### src/rtl/serial_audio_rx_pkg.sv
package serial_audio_rx_pkg;

  typedef enum logic [1:0] {
    FRM_LJ   = 2'd0,
    FRM_I2S  = 2'd1,
    FRM_RJ   = 2'd2,
    FRM_NONE = 2'd3
  } frm_e;

  // Map the 3-bit code onto a framing family; 01x has no meaning.
  function automatic frm_e frm_of(logic [2:0] code);
    frm_e f;
    if (code[2])              f = FRM_RJ;
    else if (code[1])         f = FRM_NONE;
    else if (code[0])         f = FRM_I2S;
    else                      f = FRM_LJ;
    return f;
  endfunction

endpackage

### src/rtl/sarx_in_sync.sv
module sarx_in_sync #(
  parameter int STAGES = 2
) (
  input  logic clk,
  input  logic rst_ni,
  input  logic bclk_i,
  input  logic fclk_i,
  input  logic sdat_i,
  output logic bit_stb_o,
  output logic fclk_o,
  output logic sdat_o
);

  logic [STAGES:0]   bclk_q, bclk_n;
  logic [STAGES-1:0] fclk_q, fclk_n;
  logic [STAGES-1:0] sdat_q, sdat_n;

  always_comb begin
    bclk_n = {bclk_q[STAGES-1:0], bclk_i};
    fclk_n = {fclk_q[STAGES-2:0], fclk_i};
    sdat_n = {sdat_q[STAGES-2:0], sdat_i};
  end

  always_ff @(posedge clk or negedge rst_ni) begin
    if (!rst_ni) begin
      bclk_q <= '0;
      fclk_q <= '0;
      sdat_q <= '0;
    end else begin
      bclk_q <= bclk_n;
      fclk_q <= fclk_n;
      sdat_q <= sdat_n;
    end
  end

  // Frame clock and data leave at the same depth as the bit-clock level
  // used for edge detection, so all three describe the same bit.
  assign bit_stb_o = bclk_q[STAGES-1] & ~bclk_q[STAGES];
  assign fclk_o    = fclk_q[STAGES-1];
  assign sdat_o    = sdat_q[STAGES-1];

  // two strobes never sit in adjacent cycles
  a_r10_stb_spaced: assert property (@(posedge clk) disable iff (!rst_ni)
    bit_stb_o |=> !bit_stb_o);

endmodule

### src/rtl/sarx_fmt_dec.sv
module sarx_fmt_dec
  import serial_audio_rx_pkg::*;
#(
  parameter int OUT_W     = 24,
  parameter int FULL_SLOT = 32,
  parameter int PACK_SLOT = 16,
  parameter int PACK_W    = 16,
  parameter int WW        = $clog2(OUT_W + 1),
  parameter int CW        = $clog2(2 * FULL_SLOT)
) (
  input  logic [2:0]    code_i,
  input  logic          pack_i,
  output frm_e          frm_o,
  output logic          bad_o,
  output logic          wrap_o,
  output logic [WW-1:0] width_o,
  output logic [CW-1:0] slot_o,
  output logic [CW-1:0] first_o,
  output logic [CW-1:0] last_o
);

  localparam logic [WW-1:0] W_FULL = WW'(OUT_W);
  localparam logic [WW-1:0] W_PACK = WW'(PACK_W);
  localparam logic [CW-1:0] S_FULL = CW'(FULL_SLOT);
  localparam logic [CW-1:0] S_PACK = CW'(PACK_SLOT);

  logic [WW-1:0] rj_w;

  always_comb begin
    unique case (code_i[1:0])
      2'b00:   rj_w = WW'(16);
      2'b01:   rj_w = WW'(18);
      2'b10:   rj_w = WW'(20);
      default: rj_w = WW'(24);
    endcase
  end

  always_comb begin
    frm_o   = frm_of(code_i);
    bad_o   = (frm_o == FRM_NONE);
    slot_o  = pack_i ? S_PACK : S_FULL;
    if (pack_i)                width_o = W_PACK;
    else if (frm_o == FRM_RJ)  width_o = rj_w;
    else                       width_o = W_FULL;
    unique case (frm_o)
      FRM_I2S: first_o = CW'(1);
      FRM_RJ:  first_o = slot_o - CW'(width_o);
      default: first_o = '0;
    endcase
    last_o = first_o + CW'(width_o) - CW'(1);
    wrap_o = (last_o >= slot_o);
  end

endmodule

### src/rtl/sarx_slot_ctr.sv
module sarx_slot_ctr #(
  parameter int CW = 6
) (
  input  logic          clk,
  input  logic          rst_ni,
  input  logic          bit_stb_i,
  input  logic          fclk_i,
  input  logic [CW-1:0] slot_i,
  output logic [CW-1:0] idx_o,
  output logic          edge_o,
  output logic          early_o,
  output logic          locked_o,
  output logic          frm_err_o
);

  localparam logic [CW-1:0] CNT_MAX = {CW{1'b1}};

  logic [CW-1:0] cnt_q, cnt_n;
  logic          fprev_q, fprev_n;
  logic          seen_q, seen_n;
  logic          lock_q, lock_n;
  logic          err_q, err_n;

  always_comb begin
    edge_o   = seen_q && (fclk_i != fprev_q);
    early_o  = edge_o && lock_q && (cnt_q < slot_i - CW'(1));
    if (edge_o)                idx_o = '0;
    else if (cnt_q == CNT_MAX) idx_o = CNT_MAX;
    else                       idx_o = cnt_q + CW'(1);
    locked_o = lock_q || edge_o;

    cnt_n   = cnt_q;
    fprev_n = fprev_q;
    seen_n  = seen_q;
    lock_n  = lock_q;
    err_n   = 1'b0;
    if (bit_stb_i) begin
      cnt_n   = idx_o;
      fprev_n = fclk_i;
      seen_n  = 1'b1;
      lock_n  = locked_o;
      err_n   = early_o;
    end
  end

  always_ff @(posedge clk or negedge rst_ni) begin
    if (!rst_ni) begin
      cnt_q   <= '0;
      fprev_q <= 1'b0;
      seen_q  <= 1'b0;
      lock_q  <= 1'b0;
      err_q   <= 1'b0;
    end else begin
      cnt_q   <= cnt_n;
      fprev_q <= fprev_n;
      seen_q  <= seen_n;
      lock_q  <= lock_n;
      err_q   <= err_n;
    end
  end

  assign frm_err_o = err_q;

  // framing error is a single-cycle pulse
  a_r7_err_pulse: assert property (@(posedge clk) disable iff (!rst_ni)
    err_q |=> !err_q);
  // the count restarts on the edge that raised the error
  a_r7_restart: assert property (@(posedge clk) disable iff (!rst_ni)
    err_q |-> (cnt_q == '0));
  // no framing error before the first boundary has been seen
  a_r8_err_needs_lock: assert property (@(posedge clk) disable iff (!rst_ni)
    err_q |-> $past(lock_q));

endmodule

### src/rtl/sarx_capture.sv
module sarx_capture #(
  parameter int OUT_W = 24,
  parameter int WW    = 5,
  parameter int CW    = 6
) (
  input  logic             clk,
  input  logic             rst_ni,
  input  logic             bit_stb_i,
  input  logic             sdat_i,
  input  logic [CW-1:0]    idx_i,
  input  logic             edge_i,
  input  logic             early_i,
  input  logic             locked_i,
  input  logic             rch_i,
  input  logic             bad_i,
  input  logic             wrap_i,
  input  logic [WW-1:0]    width_i,
  input  logic [CW-1:0]    slot_i,
  input  logic [CW-1:0]    first_i,
  input  logic [CW-1:0]    last_i,
  output logic [OUT_W-1:0] smp_o,
  output logic             vld_o,
  output logic             rch_o
);

  logic [OUT_W-1:0] sh_q, sh_n, sh_nxt;
  logic [OUT_W-1:0] smp_q, smp_n;
  logic             vld_q, vld_n;
  logic             rch_q, rch_n;
  logic             pend_q, pend_n;
  logic             prch_q, prch_n;
  logic [CW-1:0]    last_in;
  logic             in_data, emit_in, emit_wr, pend_set;
  logic [OUT_W-1:0] lo_mask;

  always_comb begin
    last_in  = wrap_i ? slot_i - CW'(1) : last_i;
    in_data  = locked_i && !bad_i && (idx_i >= first_i) && (idx_i <= last_in);
    emit_in  = in_data && !wrap_i && (idx_i == last_i);
    emit_wr  = pend_q && edge_i && !early_i && !bad_i;
    pend_set = wrap_i && in_data && (idx_i == last_in);
    sh_nxt   = {sh_q[OUT_W-2:0], sdat_i};

    sh_n   = sh_q;
    smp_n  = smp_q;
    rch_n  = rch_q;
    vld_n  = 1'b0;
    pend_n = pend_q;
    prch_n = prch_q;
    if (bit_stb_i) begin
      if (in_data || emit_wr) sh_n = sh_nxt;
      vld_n = emit_in || emit_wr;
      if (vld_n) begin
        smp_n = sh_nxt << (OUT_W - int'(width_i));
        rch_n = emit_wr ? prch_q : rch_i;
      end
      pend_n = pend_set;
      if (pend_set) prch_n = rch_i;
    end
  end

  always_ff @(posedge clk or negedge rst_ni) begin
    if (!rst_ni) begin
      sh_q   <= '0;
      smp_q  <= '0;
      vld_q  <= 1'b0;
      rch_q  <= 1'b0;
      pend_q <= 1'b0;
      prch_q <= 1'b0;
    end else begin
      sh_q   <= sh_n;
      smp_q  <= smp_n;
      vld_q  <= vld_n;
      rch_q  <= rch_n;
      pend_q <= pend_n;
      prch_q <= prch_n;
    end
  end

  assign smp_o = smp_q;
  assign vld_o = vld_q;
  assign rch_o = rch_q;

  assign lo_mask = ~({OUT_W{1'b1}} << (OUT_W - int'(width_i)));

  // bits below the received width are clear on every output word
  a_r4_low_zero: assert property (@(posedge clk) disable iff (!rst_ni)
    vld_q |-> ((smp_q & lo_mask) == '0));
  // an undefined code never yields a sample
  a_r6_bad_silent: assert property (@(posedge clk) disable iff (!rst_ni)
    bad_i |-> !vld_q);
  // valid strobe lasts one cycle
  a_r10_vld_pulse: assert property (@(posedge clk) disable iff (!rst_ni)
    vld_q |=> !vld_q);

endmodule

### src/rtl/serial_audio_rx.sv
module serial_audio_rx
  import serial_audio_rx_pkg::*;
#(
  parameter int OUT_W     = 24,
  parameter int FULL_SLOT = 32,
  parameter int PACK_SLOT = 16,
  parameter int PACK_W    = 16,
  parameter int SYNC_STG  = 2
) (
  input  logic             clk,
  input  logic             rst_n,
  input  logic             bclk_i,
  input  logic             fclk_i,
  input  logic             sdat_i,
  input  logic [2:0]       fmt_i,
  input  logic             pack_i,
  output logic [OUT_W-1:0] smp_o,
  output logic             smp_vld_o,
  output logic             smp_rch_o,
  output logic             fmt_err_o,
  output logic             frm_err_o
);

  localparam int WW = $clog2(OUT_W + 1);
  localparam int CW = $clog2(2 * FULL_SLOT);

  logic [1:0]    rs_q;
  logic          rst_ni;
  logic          bit_stb, fclk_s, sdat_s;
  frm_e          frm;
  logic          bad, wrap;
  logic [WW-1:0] width;
  logic [CW-1:0] slot, first, last, idx;
  logic          edge_s, early, locked, rch;
  logic          ferr_q, ferr_n;

  // Reset: asserted at once, released on the clock.
  always_ff @(posedge clk or negedge rst_n) begin
    if (!rst_n) rs_q <= 2'b00;
    else        rs_q <= {rs_q[0], 1'b1};
  end
  assign rst_ni = rs_q[1];

  sarx_in_sync #(.STAGES(SYNC_STG)) u_sync (
    .clk      (clk),
    .rst_ni   (rst_ni),
    .bclk_i   (bclk_i),
    .fclk_i   (fclk_i),
    .sdat_i   (sdat_i),
    .bit_stb_o(bit_stb),
    .fclk_o   (fclk_s),
    .sdat_o   (sdat_s)
  );

  sarx_fmt_dec #(
    .OUT_W(OUT_W), .FULL_SLOT(FULL_SLOT), .PACK_SLOT(PACK_SLOT),
    .PACK_W(PACK_W), .WW(WW), .CW(CW)
  ) u_dec (
    .code_i (fmt_i),
    .pack_i (pack_i),
    .frm_o  (frm),
    .bad_o  (bad),
    .wrap_o (wrap),
    .width_o(width),
    .slot_o (slot),
    .first_o(first),
    .last_o (last)
  );

  sarx_slot_ctr #(.CW(CW)) u_ctr (
    .clk      (clk),
    .rst_ni   (rst_ni),
    .bit_stb_i(bit_stb),
    .fclk_i   (fclk_s),
    .slot_i   (slot),
    .idx_o    (idx),
    .edge_o   (edge_s),
    .early_o  (early),
    .locked_o (locked),
    .frm_err_o(frm_err_o)
  );

  // Left is frame-clock low in I2S, high otherwise.
  assign rch = (frm == FRM_I2S) ? fclk_s : ~fclk_s;

  sarx_capture #(.OUT_W(OUT_W), .WW(WW), .CW(CW)) u_cap (
    .clk      (clk),
    .rst_ni   (rst_ni),
    .bit_stb_i(bit_stb),
    .sdat_i   (sdat_s),
    .idx_i    (idx),
    .edge_i   (edge_s),
    .early_i  (early),
    .locked_i (locked),
    .rch_i    (rch),
    .bad_i    (bad),
    .wrap_i   (wrap),
    .width_i  (width),
    .slot_i   (slot),
    .first_i  (first),
    .last_i   (last),
    .smp_o    (smp_o),
    .vld_o    (smp_vld_o),
    .rch_o    (smp_rch_o)
  );

  assign ferr_n = bad;

  always_ff @(posedge clk or negedge rst_ni) begin
    if (!rst_ni) ferr_q <= 1'b0;
    else         ferr_q <= ferr_n;
  end
  assign fmt_err_o = ferr_q;

  // the valid and error outputs stay low while reset is applied
  a_r9_reset_quiet: assert property (@(posedge clk)
    !rst_ni |=> (!smp_vld_o && !frm_err_o));

endmodule

### config.mk
export PLATFORM = sky130hd
export DESIGN_NAME = serial_audio_rx
export DESIGN_NICKNAME = d
export VERILOG_FILES = /design/src/rtl/serial_audio_rx_pkg.sv /design/src/rtl/sarx_in_sync.sv /design/src/rtl/sarx_fmt_dec.sv /design/src/rtl/sarx_slot_ctr.sv /design/src/rtl/sarx_capture.sv /design/src/rtl/serial_audio_rx.sv
export SDC_FILE = /design/constraint.sdc
export NUM_CORES = 1
export LEC_CHECK = 0
export ABC_AREA = 1
export BUFFER_PORTS_ARGS = -buffer_cell sky130_fd_sc_hd__buf_2
export CAP_MARGIN = 20
export CORE_MARGIN = 1
export CORE_UTILIZATION = 50
export CTS_CLUSTER_SIZE = 12
export DETAILED_ROUTE_END_ITERATION = 7
export GPL_ROUTABILITY_DRIVEN = 0
export HOLD_SLACK_MARGIN = 0.1
export PLACE_DENSITY_LB_ADDON = 0.3
export SYNTH_ARGS = -nofsm -noshare
export SYNTH_HDL_FRONTEND = slang
export SYNTH_SLANG_ARGS = --single-unit
### constraint.sdc
create_clock -name clk -period 3.25 [get_ports clk]
set_input_delay 0.4875 -clock clk [delete_from_list [all_inputs] [get_ports clk]]
set_output_delay 0.4875 -clock clk [all_outputs]
set_load 0.01 [all_outputs]
Yosys cells after proc, flatten, opt, wreduce, memory -nomap -nowiden:

Index checks and enable logic that the tools add are counted.

* flip-flop bits (word level): 71
* bits in latches: 0
* memory bits (writable): 0
* bits in read-only memories: 0
* bits of input ports: 9
* output and inout port bits: 28
* word-level logic and storage cells: 77
* memories: 0

* $add $sub $neg: 6
* $mul: 0
* divide/modulo/power cells: 0
* $lt $le $gt $ge: 4
* eq/ne operators: 9
* shifts and indexed selects: 1
* muxes and demuxes: 15
* bitwise operators: 3
* reduce and logical (&&, ||, !) cells: 23

Operators by type and width (number)
* left shift 24 x 32 -> 24 bit: 1
* two-way mux 6 bit: 4
* logical AND 1 bit: 13
* == test 6 bit: 2
* >= comparator 6 bit: 2
* case mux 4 bit (3 select lines): 1
* case mux 6 bit (2 select lines): 1
* subtractor 6 x 1 -> 6 bit, second input constant: 2
* adder 6 x 1 -> 6 bit, second input constant: 1
* adder 6 x 5 -> 6 bit: 1
* == test 2 bit, second input constant: 3
* == test 6 bit, second input constant: 1
* less-or-equal comparator 6 bit: 1
* < comparator 6 bit: 1
* AND reduction 2 bit: 3
* subtractor 5 x 5 -> 6 bit, first input constant: 1
* subtractor 6 x 5 -> 6 bit: 1
* two-way mux 1 bit: 5
* two-way mux 5 bit: 1
* == test 2 x 1 -> 1 bit, second input constant: 2
* two-way mux 2 bit: 2
* two-way mux 4 bit: 1
* zero test 1 bit: 3
* logical OR 1 bit: 3
* 4 further kinds: 5

Longest topological paths before layout:

Gate-level depths: netlist of the first run.

* word-level depth: 18
* depth in mapped cells: 41
* gate-level depth less buffers: 39

Modules after synthesis:

A second synthesis of the first run with hierarchy kept.

* cell total of the unflattened synthesis: 761
* area total of the unflattened synthesis: 5325.1 um^2

By module, submodules not included
* sarx_capture: instances 1, cells an instance 547, area an instance 3719.8 um^2, sequential area each 1276.2 um^2
* sarx_slot_ctr: instances 1, cells an instance 107, area an instance 783.3 um^2, sequential area each 250.2 um^2
* sarx_fmt_dec: instances 1, cells an instance 88, area an instance 534.3 um^2, sequential area each 0.0 um^2
* sarx_in_sync: instances 1, cells an instance 9, area an instance 185.2 um^2, sequential area each 175.2 um^2
* serial_audio_rx: instances 1, cells an instance 10, area an instance 102.6 um^2, sequential area each 75.1 um^2

Worst setup path after synthesis of the first run:

No wires, ideal clock.

* path kind: in2reg
* start point: input fmt_i[1]
* end point: register u_cap.smp_q[16] (netlist: u_cap.smp_o[16])
* library setup time: 117 ps
* arrival: 5100 ps
* required time: 3133 ps
* setup slack: -1967 ps
* cell stages on the path: 40
* path buffers: 2
* path through: inv_1 > a21oi_1 > inv_1 > ha_1 > inv_1 > nor2_4 > nand3_1 > ha_1 > inv_1 > ha_1 > inv_1 > clkbuf_1 > nor2_1 > nand2_1 > nand2_1 > ha_1 > nand2_1 > nand2_1 > [4 not listed] > inv_1 > nand4_1 > nand2_1 > inv_1 > nand2_1 > ha_1 > nand2_1 > nor2_1 > nand3_1 > nand2_1 > nand3_1 > nor2_1 > nand3_2 > nand2_4 > nand2_4 > buf_6 > nand2_1 > nand2_1

* longest elaborated chain between the ends: 17
* elaborated cells between the ends (all ways): 32
* classes of those cells: 4 x add/sub; 3 x order compare; 6 x eq/ne; 1 x shift; 7 x mux; 11 x reduce/logical

RTL lines
* start: declaration: line serial_audio_rx.sv:15 `input logic [2:0] fmt_i,`
* two-way mux 2 bit: line serial_audio_rx_pkg.sv:14 `else if (code[1]) f = FRM_NONE;`
* two-way mux 2 bit: line serial_audio_rx_pkg.sv:13 `if (code[2]) f = FRM_RJ;`
* == test 2 bit: line sarx_fmt_dec.sv:43, sarx_fmt_dec.sv:45
* two-way mux 4 bit: line sarx_fmt_dec.sv:43 `else if (frm_o == FRM_RJ) width_o = rj_w;`
* two-way mux 5 bit: line sarx_fmt_dec.sv:42 `if (pack_i) width_o = W_PACK;`
* subtractor 6 x 5 -> 6 bit: line sarx_fmt_dec.sv:47 `FRM_RJ: first_o = slot_o - CW'(width_o);`
* case mux 6 bit (2 select lines): line sarx_fmt_dec.sv:45 `unique case (frm_o)`
* adder 6 x 5 -> 6 bit: line sarx_fmt_dec.sv:50 `last_o = first_o + CW'(width_o) - CW'(1);`
* subtractor 6 x 1 -> 6 bit: line sarx_fmt_dec.sv:50
* >= comparator 6 bit: line sarx_fmt_dec.sv:51 `wrap_o = (last_o >= slot_o);`
* two-way mux 6 bit: line sarx_capture.sv:37 `last_in = wrap_i ? slot_i - CW'(1) : last_i;`
* less-or-equal comparator 6 bit: line sarx_capture.sv:38 `in_data = locked_i && !bad_i && (idx_i >= first_i) && (idx_i <= last_in);`
* logical AND 1 bit: line sarx_capture.sv:38
* logical AND 1 bit (2 in series): line sarx_capture.sv:39 `emit_in = in_data && !wrap_i && (idx_i == last_i);`
* logical OR 1 bit: line sarx_capture.sv:52 `vld_n = emit_in || emit_wr;`
* AND reduction 2 bit (no source line)
* end signal: assignment: line sarx_capture.sv:72 `smp_q <= smp_n;`
* end: declaration: line sarx_capture.sv:27 `logic [OUT_W-1:0] smp_q, smp_n;`

Several ways; a longest one is shown, not always the timed one.
A chain may end at the register's enable or synchronous reset.

Worst setup path after layout of the first run:

* start point: input fmt_i[2]
* end point: register u_cap.sh_q[11]

* longest elaborated chain between the ends: 14
* elaborated cells between the ends (all ways): 21
* classes of those cells: 3 x add/sub; 3 x order compare; 3 x eq/ne; 5 x mux; 7 x reduce/logical

RTL lines
* two-way mux 2 bit (*): line serial_audio_rx_pkg.sv:13
* == test 2 bit: line sarx_fmt_dec.sv:43, sarx_fmt_dec.sv:45
* two-way mux 4 bit: line sarx_fmt_dec.sv:43
* two-way mux 5 bit: line sarx_fmt_dec.sv:42
* subtractor 6 x 5 -> 6 bit: line sarx_fmt_dec.sv:47
* case mux 6 bit (2 select lines): line sarx_fmt_dec.sv:45
* adder 6 x 5 -> 6 bit: line sarx_fmt_dec.sv:50
* subtractor 6 x 1 -> 6 bit: line sarx_fmt_dec.sv:50
* >= comparator 6 bit: line sarx_fmt_dec.sv:51
* two-way mux 6 bit: line sarx_capture.sv:37
* less-or-equal comparator 6 bit: line sarx_capture.sv:38
* logical AND 1 bit: line sarx_capture.sv:38
* logical OR 1 bit (*): line sarx_capture.sv:51 `if (in_data || emit_wr) sh_n = sh_nxt;`
* AND reduction 2 bit (no source line) (*)
* end signal: assignment: line sarx_capture.sv:71 `sh_q <= sh_n;`
* end: declaration: line sarx_capture.sv:26 `logic [OUT_W-1:0] sh_q, sh_n, sh_nxt;`

Every way passes the cells marked *; elsewhere a longest branch is shown, timed or not.

==> results of run 1 <==
[worst max-delay path, delay by kind of cell]
kind	cells	cell delay, ns
AO/OA/AOI/OAI	2	0.27
AND/OR/NAND/NOR	19	1.73
adder cells (fa/ha/maj)	6	1.33
buffers and inverters	9	0.90
[sequential cells by signal (all words and copies together), names as in the netlist]
register,flops
u_sync.sdat_q,2
u_ctr.fprev_q,1
fmt_err_o,1
u_ctr.frm_err_o,1
u_ctr.cnt_q,6
u_ctr.lock_q,1
rs_q,2
u_cap.pend_q,1
u_cap.vld_o,1
u_cap.smp_o,24
u_sync.fclk_q,2
u_cap.rch_o,1
u_cap.prch_q,1
u_sync.bclk_q,3
u_ctr.seen_q,1
u_cap.sh_q,23
[per-stage QoR]
step | cells | power [mW]
final | 836 | 3.05
after global routing | 836 | 3.26
after CTS | 831 | 2.98
after detailed placement | 792 | 2.15
after global placement | 792 | 2.11
after floorplan | 630 | 1.85
[final cells by class]
type	instances	area, sq um
Tap cell	108	135
Multi-Input combinational cell	468	2620
Clock inverter	6	86.3
Timing Repair Buffer	107	872
Sequential cell	71	1780
Inverter	66	265
Clock buffer	10	128
Fill cell	699	2800
[cells by family after synthesis]
kind of cell / Yosys count / synth area share (%)
fa+ha+maj: 27 / 7.71
simple gates: 346 / 32.5
flops: 71 / 39.7
mux: 2 / 0.447
compound gates: 86 / 10.5
xor+xnor: 1 / 0.196
other cells: 1 / 0.0837
buf+inv: 93 / 8.94
[power groups by stage]
stage / Sequential (mW) / Combinational (mW) / Clock (mW)
CTS: 1.17 / 1.03 / 0.781
finish: 1.17 / 1.11 / 0.772
detailed placement: 1.18 / 0.973 / 0
global route: 1.19 / 1.25 / 0.825
global placement: 1.17 / 0.942 / 0
floorplan: 1.16 / 0.692 / 0
[per-layer routing]
metal	global-route usage [%]	vias up	share of wire (%)
li1	-	2209	-
met1	34.0	2086	44
met2	41.1	151	48
met3	4.34	30	4.9
met4	9.64	0	2.7
met5	0	-	0
[timing repair]
action | in CTS | in global routing
endpoints found under the setup margin | 51 | 51
gates resized for setup | 35 | 28
cloned | 5 | 3
setup buffers | 19 | 2
endpoints found under the hold margin | 2 | 0
hold buffers | 1 | 0
pin swaps | 17 | 38
[final timing paths]
check                      depth (start not counted)                to      startpoint  slack [ns]
hold reg to reg                                    0     u_cap.sh_q[1]         rs_q[1]        0.32
setup reg to reg                                  16    u_cap.sh_q[11]  u_ctr.cnt_q[0]        0.25
min in group asynchronous                          0     u_cap.sh_q[1]         rs_q[1]        0.32
setup / recovery                                  36    u_cap.sh_q[11]        fmt_i[2]       -1.21
hold / removal                                     1  u_sync.sdat_q[0]          sdat_i        0.23
max in group asynchronous                          1    u_cap.sh_q[20]         rs_q[1]        2.16
[placed cells by master (no fill, tap or decap), drive strengths merged, types with 10 or more instances in the layout]
cell type / instances
buf: 102
o21ai: 54
a21oi: 13
nor2: 48
o22ai: 10
ha: 26
clkbuf: 13
dfrtp: 71
nand2: 226
nand3: 64
inv: 64
==> results.sh, run 1 <==
export IMPL_whs_ns=0.233
export IMPL_critPathSlowestCell="ha_1"
export IMPL_ir_drop_mv=0.360
export IMPL_cts_root_buf="clkbuf_8"
export IMPL_power_density_mw_per_mm2=518
export IMPL_critPathMaxFanout=8
export IMPL_drv_cap=0
export IMPL_max_clock_path_buffers=2
export IMPL_critical_path_max_stage_delay_ns=0.29
export IMPL_drt_vias_per_instance=5.35
export IMPL_worst_pin_slew_ns=1.21
export IMPL_clk_insertion_delay_late_ns=0.35
export IMPL_antenna_found_initial=0
export IMPL_cts_sinks=71
export IMPL_drive_gt1_share_pct=26.9
export IMPL_dieArea_sq_mm=0.00934
export IMPL_start_util_pct=51.6
export IMPL_path_clk_slew_ns=0.08
export IMPL_power_switching_mw=1.13
export IMPL_cts_htree_levels=3
export IMPL_power_leakage_nw=3.17
export IMPL_synth_area_leaders="dfrtp_1 (40%), nand2_1 (18%), ha_1 (7.3%)"
export IMPL_yosysWarnings=0
export IMPL_relSlewSlack_pct=19.2
export IMPL_finalInstanceArea_sq_mm=0.00588
export IMPL_vias=4476
export IMPL_pwr_share_comb_pct=36.4
export IMPL_drt_iter0_drc=274
export IMPL_crit_required_ns=3.51
export IMPL_pre_cts_slack_ns=-1.61
export IMPL_arrival_ns=4.72
export IMPL_yosys_area_top_type="dfrtp_1"
export IMPL_swShare_pct=37.2
export IMPL_utilization_pct=67.8
export IMPL_drc_errors=0
export IMPL_dr_pass1_iters=5
export IMPL_fmaxAchievable_mhz=224
export IMPL_synth_cell_area_sq_mm=0.00448
export IMPL_avgSynthCellArea_sq_um=7.15
export IMPL_area_growth_pct=31.3
export IMPL_power_frac_seq_pct=38.3
export IMPL_status="complete, but fails checks"
export IMPL_placed_cell_area_sq_mm=0.00515
export IMPL_slew_viol_final=0
export IMPL_fin_nets=759
export IMPL_violations="negative setup slack"
export IMPL_crit_path_end_kind="register"
export IMPL_layout_min_cycle_time_ns=4.46
export IMPL_dpl_hpwl_microns=8000
export IMPL_die_w_microns=96.7
export IMPL_yosysUniqueCellTypes=32
export IMPL_cts_buffers=9
export IMPL_worstSetupPathType="input port to register"
export IMPL_skew_ns=0.00556
export IMPL_antennaDiodeCount=0
export IMPL_p_clk_share_pct=25.3
export IMPL_cp_start_kind="input port"
export IMPL_wl_microns=12000
export IMPL_synthFlopType="dfrtp_1"
export IMPL_min_period_over_period_pct=137
export IMPL_tns_ns=-57.48
export IMPL_p_int_mw=1.92
export IMPL_first_global_vias=4169
export IMPL_grt_pass1_wl_microns=19300
export IMPL_cts_tree="yes"
export IMPL_yosys_area_top_type_share_pct=39.7
export IMPL_ys_ff_latch=71
export IMPL_postLayoutSetupSlackWorst_ns=-1.21
export IMPL_syn_inst=627
export IMPL_ys_seq_area_share_pct=39.7
export IMPL_detail_route_wl_per_cell_microns=14.4
export IMPL_ios=37
export IMPL_grt_max_degree=38
export IMPL_async_reset_ff_share_pct=100
export IMPL_grt_ovfl_total=0
export IMPL_setup_violations=51
export IMPL_synth_edf_count=0
export IMPL_cpMostUsedCell="nand2_2"
export IMPL_hold_path_class="input port to register"
export IMPL_synthTopCellsByCount="nand2_1 (219), dfrtp_1 (71), nand3_1 (61)"
export IMPL_synth_most_common_cell="nand2_1"
export IMPL_rows=34
export IMPL_fp_coreArea_sq_mm=0.00868
export IMPL_die_h_microns=96.7
export IMPL_finalHoldViolCount=0
export IMPL_drtAntennaViolNets=0
export IMPL_grt_usage_pct=25.3
export IMPL_port_buffers=36
export IMPL_rsz0062_at_grt="true"
Note: power is estimated with default switching activity, not from simulation.
==> run 2: changes to the inputs <==
Settings changed: PLACE_DENSITY set to 0.77, PLACE_DENSITY_LB_ADDON 0.3 to not set.
==> run 2 against run 1 <==
- the flow still finishes with violations (negative setup slack)
- final cell count decreased by 0.24%
- utilization increased by 0.79 points
- power increased by 2.1%
- worst setup slack got worse by 0.045 ns
- non-clock buffer count decreased by 3
- sequential power about the same
- flip-flop and latch count unchanged
- clock skew increased by 0.0065 ns
- via count increased by 1.5%
==> results.sh, run 2 (synthesis gave the netlist of run 1 again) <==
export IMPL_status="complete, but fails checks"
export IMPL_worst_pin_slew_ns=0.928
export IMPL_max_clock_path_buffers=2
export IMPL_port_buffers=36
export IMPL_grt_pass1_wl_microns=19600
export IMPL_placed_cell_area_sq_mm=0.00513
export IMPL_fin_nets=757
export IMPL_start_util_pct=51.6
export IMPL_dieArea_sq_mm=0.00934
export IMPL_cts_tree="yes"
export IMPL_critical_path_max_stage_delay_ns=0.31
export IMPL_finalInstanceArea_sq_mm=0.00595
export IMPL_skew_ns=0.0121
export IMPL_critPathMaxFanout=13
export IMPL_rows=34
export IMPL_slew_viol_final=0
export IMPL_cts_htree_levels=3
export IMPL_die_w_microns=96.7
export IMPL_crit_required_ns=3.54
export IMPL_wl_microns=12300
export IMPL_cts_root_buf="clkbuf_8"
export IMPL_tns_ns=-59.18
export IMPL_largest_reg_flops=24
export IMPL_antennaDiodeCount=0
export IMPL_die_h_microns=96.7
export IMPL_utilization_pct=68.6
export IMPL_arrival_ns=4.79
export IMPL_ir_drop_mv=0.345
export IMPL_vias=4541
export IMPL_first_global_vias=4113
export IMPL_area_growth_pct=32.8
export IMPL_critPathSlowestCell="ha_1"
export IMPL_drt_iter0_drc=349
export IMPL_layout_min_cycle_time_ns=4.50
export IMPL_whs_ns=0.236
export IMPL_dpl_hpwl_microns=7940
export IMPL_min_period_over_period_pct=139
export IMPL_path_clk_slew_ns=0.08
export IMPL_drive_gt1_share_pct=29.9
export IMPL_grt_max_degree=43
export IMPL_violations="negative setup slack"
export IMPL_rsz0062_at_grt="true"
export IMPL_finalHoldViolCount=0
export IMPL_grt_ovfl_total=0
export IMPL_ios=37
export IMPL_crit_path_end_kind="register"
export IMPL_fmaxAchievable_mhz=222
export IMPL_power_leakage_nw=3.16
export IMPL_detail_route_wl_per_cell_microns=14.8
export IMPL_final_common_cell="nand2_1"
export IMPL_setup_violations=51
export IMPL_worstSetupPathType="input port to register"
export IMPL_drv_cap=0
export IMPL_drt_vias_per_instance=5.44
export IMPL_cts_sinks=71
export IMPL_clk_insertion_delay_late_ns=0.35
export IMPL_dr_pass1_iters=5
export IMPL_drc_errors=0
export IMPL_cpMostUsedCell="nand2_2"
export IMPL_fp_coreArea_sq_mm=0.00868
export IMPL_power_density_mw_per_mm2=523
export IMPL_grt_usage_pct=25.7
export IMPL_antenna_found_initial=0
export IMPL_relSlewSlack_pct=38.1
export IMPL_postLayoutSetupSlackWorst_ns=-1.25
export IMPL_cp_start_kind="input port"
export IMPL_drtAntennaViolNets=0
export IMPL_hold_path_class="input port to register"
export IMPL_cts_buffers=9
export IMPL_final_cell_mix="nand2_1 (181), dfrtp_1 (70), buf_4 (57)"
run 2: cell count changes in the layout (fill, tap and decap cells not counted), sizes merged:
cell / previous run / this run
nand2: 226 / 227
bufbuf: 1 / 0
clkinv: 5 / 3
clkinvlp: 1 / 2
buf: 102 / 103
clkbuf: 13 / 10
inv: 64 / 65
run 2: power breakdown:
group	internal, mW	switching [mW]
sequential	1.04	0.124
combinational	0.455	0.681
clock	0.457	0.354
total	1.95	1.16
run 2: stage by stage:
step	instances	power (mW)	setup WS [ns]
final	834	3.11	-1.25
after global routing	834	3.32	-1.44
after CTS	826	3.02	-1.01
after detailed placement	788	2.15	-1.64
after global placement	788	2.11	-1.41
after floorplan	630	1.85	-1.28
run 2: layout make-up:
type	instances	area, sq um
sequential	71	1780
fill	651	2730
clock buffer	10	138
multi-input combinational	469	2710
timing repair buffer	104	823
clock inverter	6	92.6
tap	108	135
inverter	66	270
run 2: worst max-delay path: cells and delay by family:
| family | cells | cell delay [ns] |
|---|---|---|
| AOI/OAI and AO/OA | 1 | 0.15 |
| adders and majority gates | 6 | 1.38 |
| buffers and inverters | 10 | 0.70 |
| and+or+nand+nor | 22 | 2.03 |
run 2: timing repair:
| item | CTS | global route |
|---|---|---|
| hold buffers | 1 | 0 |
| pin swaps | 30 | 32 |
| gates cloned | 4 | 1 |
| hold endpoints to repair | 2 | 0 |
| buffers inserted | 17 | 8 |
| setup endpoints to repair | 51 | 51 |
| resized for setup | 48 | 45 |
run 2: final timing paths:
| path | from | endpoint | slack, ns | depth (start not counted) |
|---|---|---|---|---|
| min in group asynchronous | rs_q[1] | u_cap.smp_o[12] | 0.42 | 0 |
| min reg2reg | u_sync.sdat_q[0] | u_sync.sdat_q[1] | 0.35 | 0 |
| max reg2reg | u_ctr.cnt_q[0] | u_cap.smp_o[5] | 0.21 | 19 |
| min | sdat_i | u_sync.sdat_q[0] | 0.24 | 1 |
| max | fmt_i[1] | u_cap.smp_o[5] | -1.25 | 39 |
| max in group asynchronous | rs_q[1] | u_ctr.cnt_q[2] | 1.93 | 1 |
run 2: per-layer routing:
layer  routed length [microns]  up-vias  global-route usage, %
li1                          -     2206                      -
met2                      5970      183                   42.0
met3                       711       39                   4.12
met4                       367        0                   9.07
met1                      5280     2113                   34.6
met5                         0        -                      0
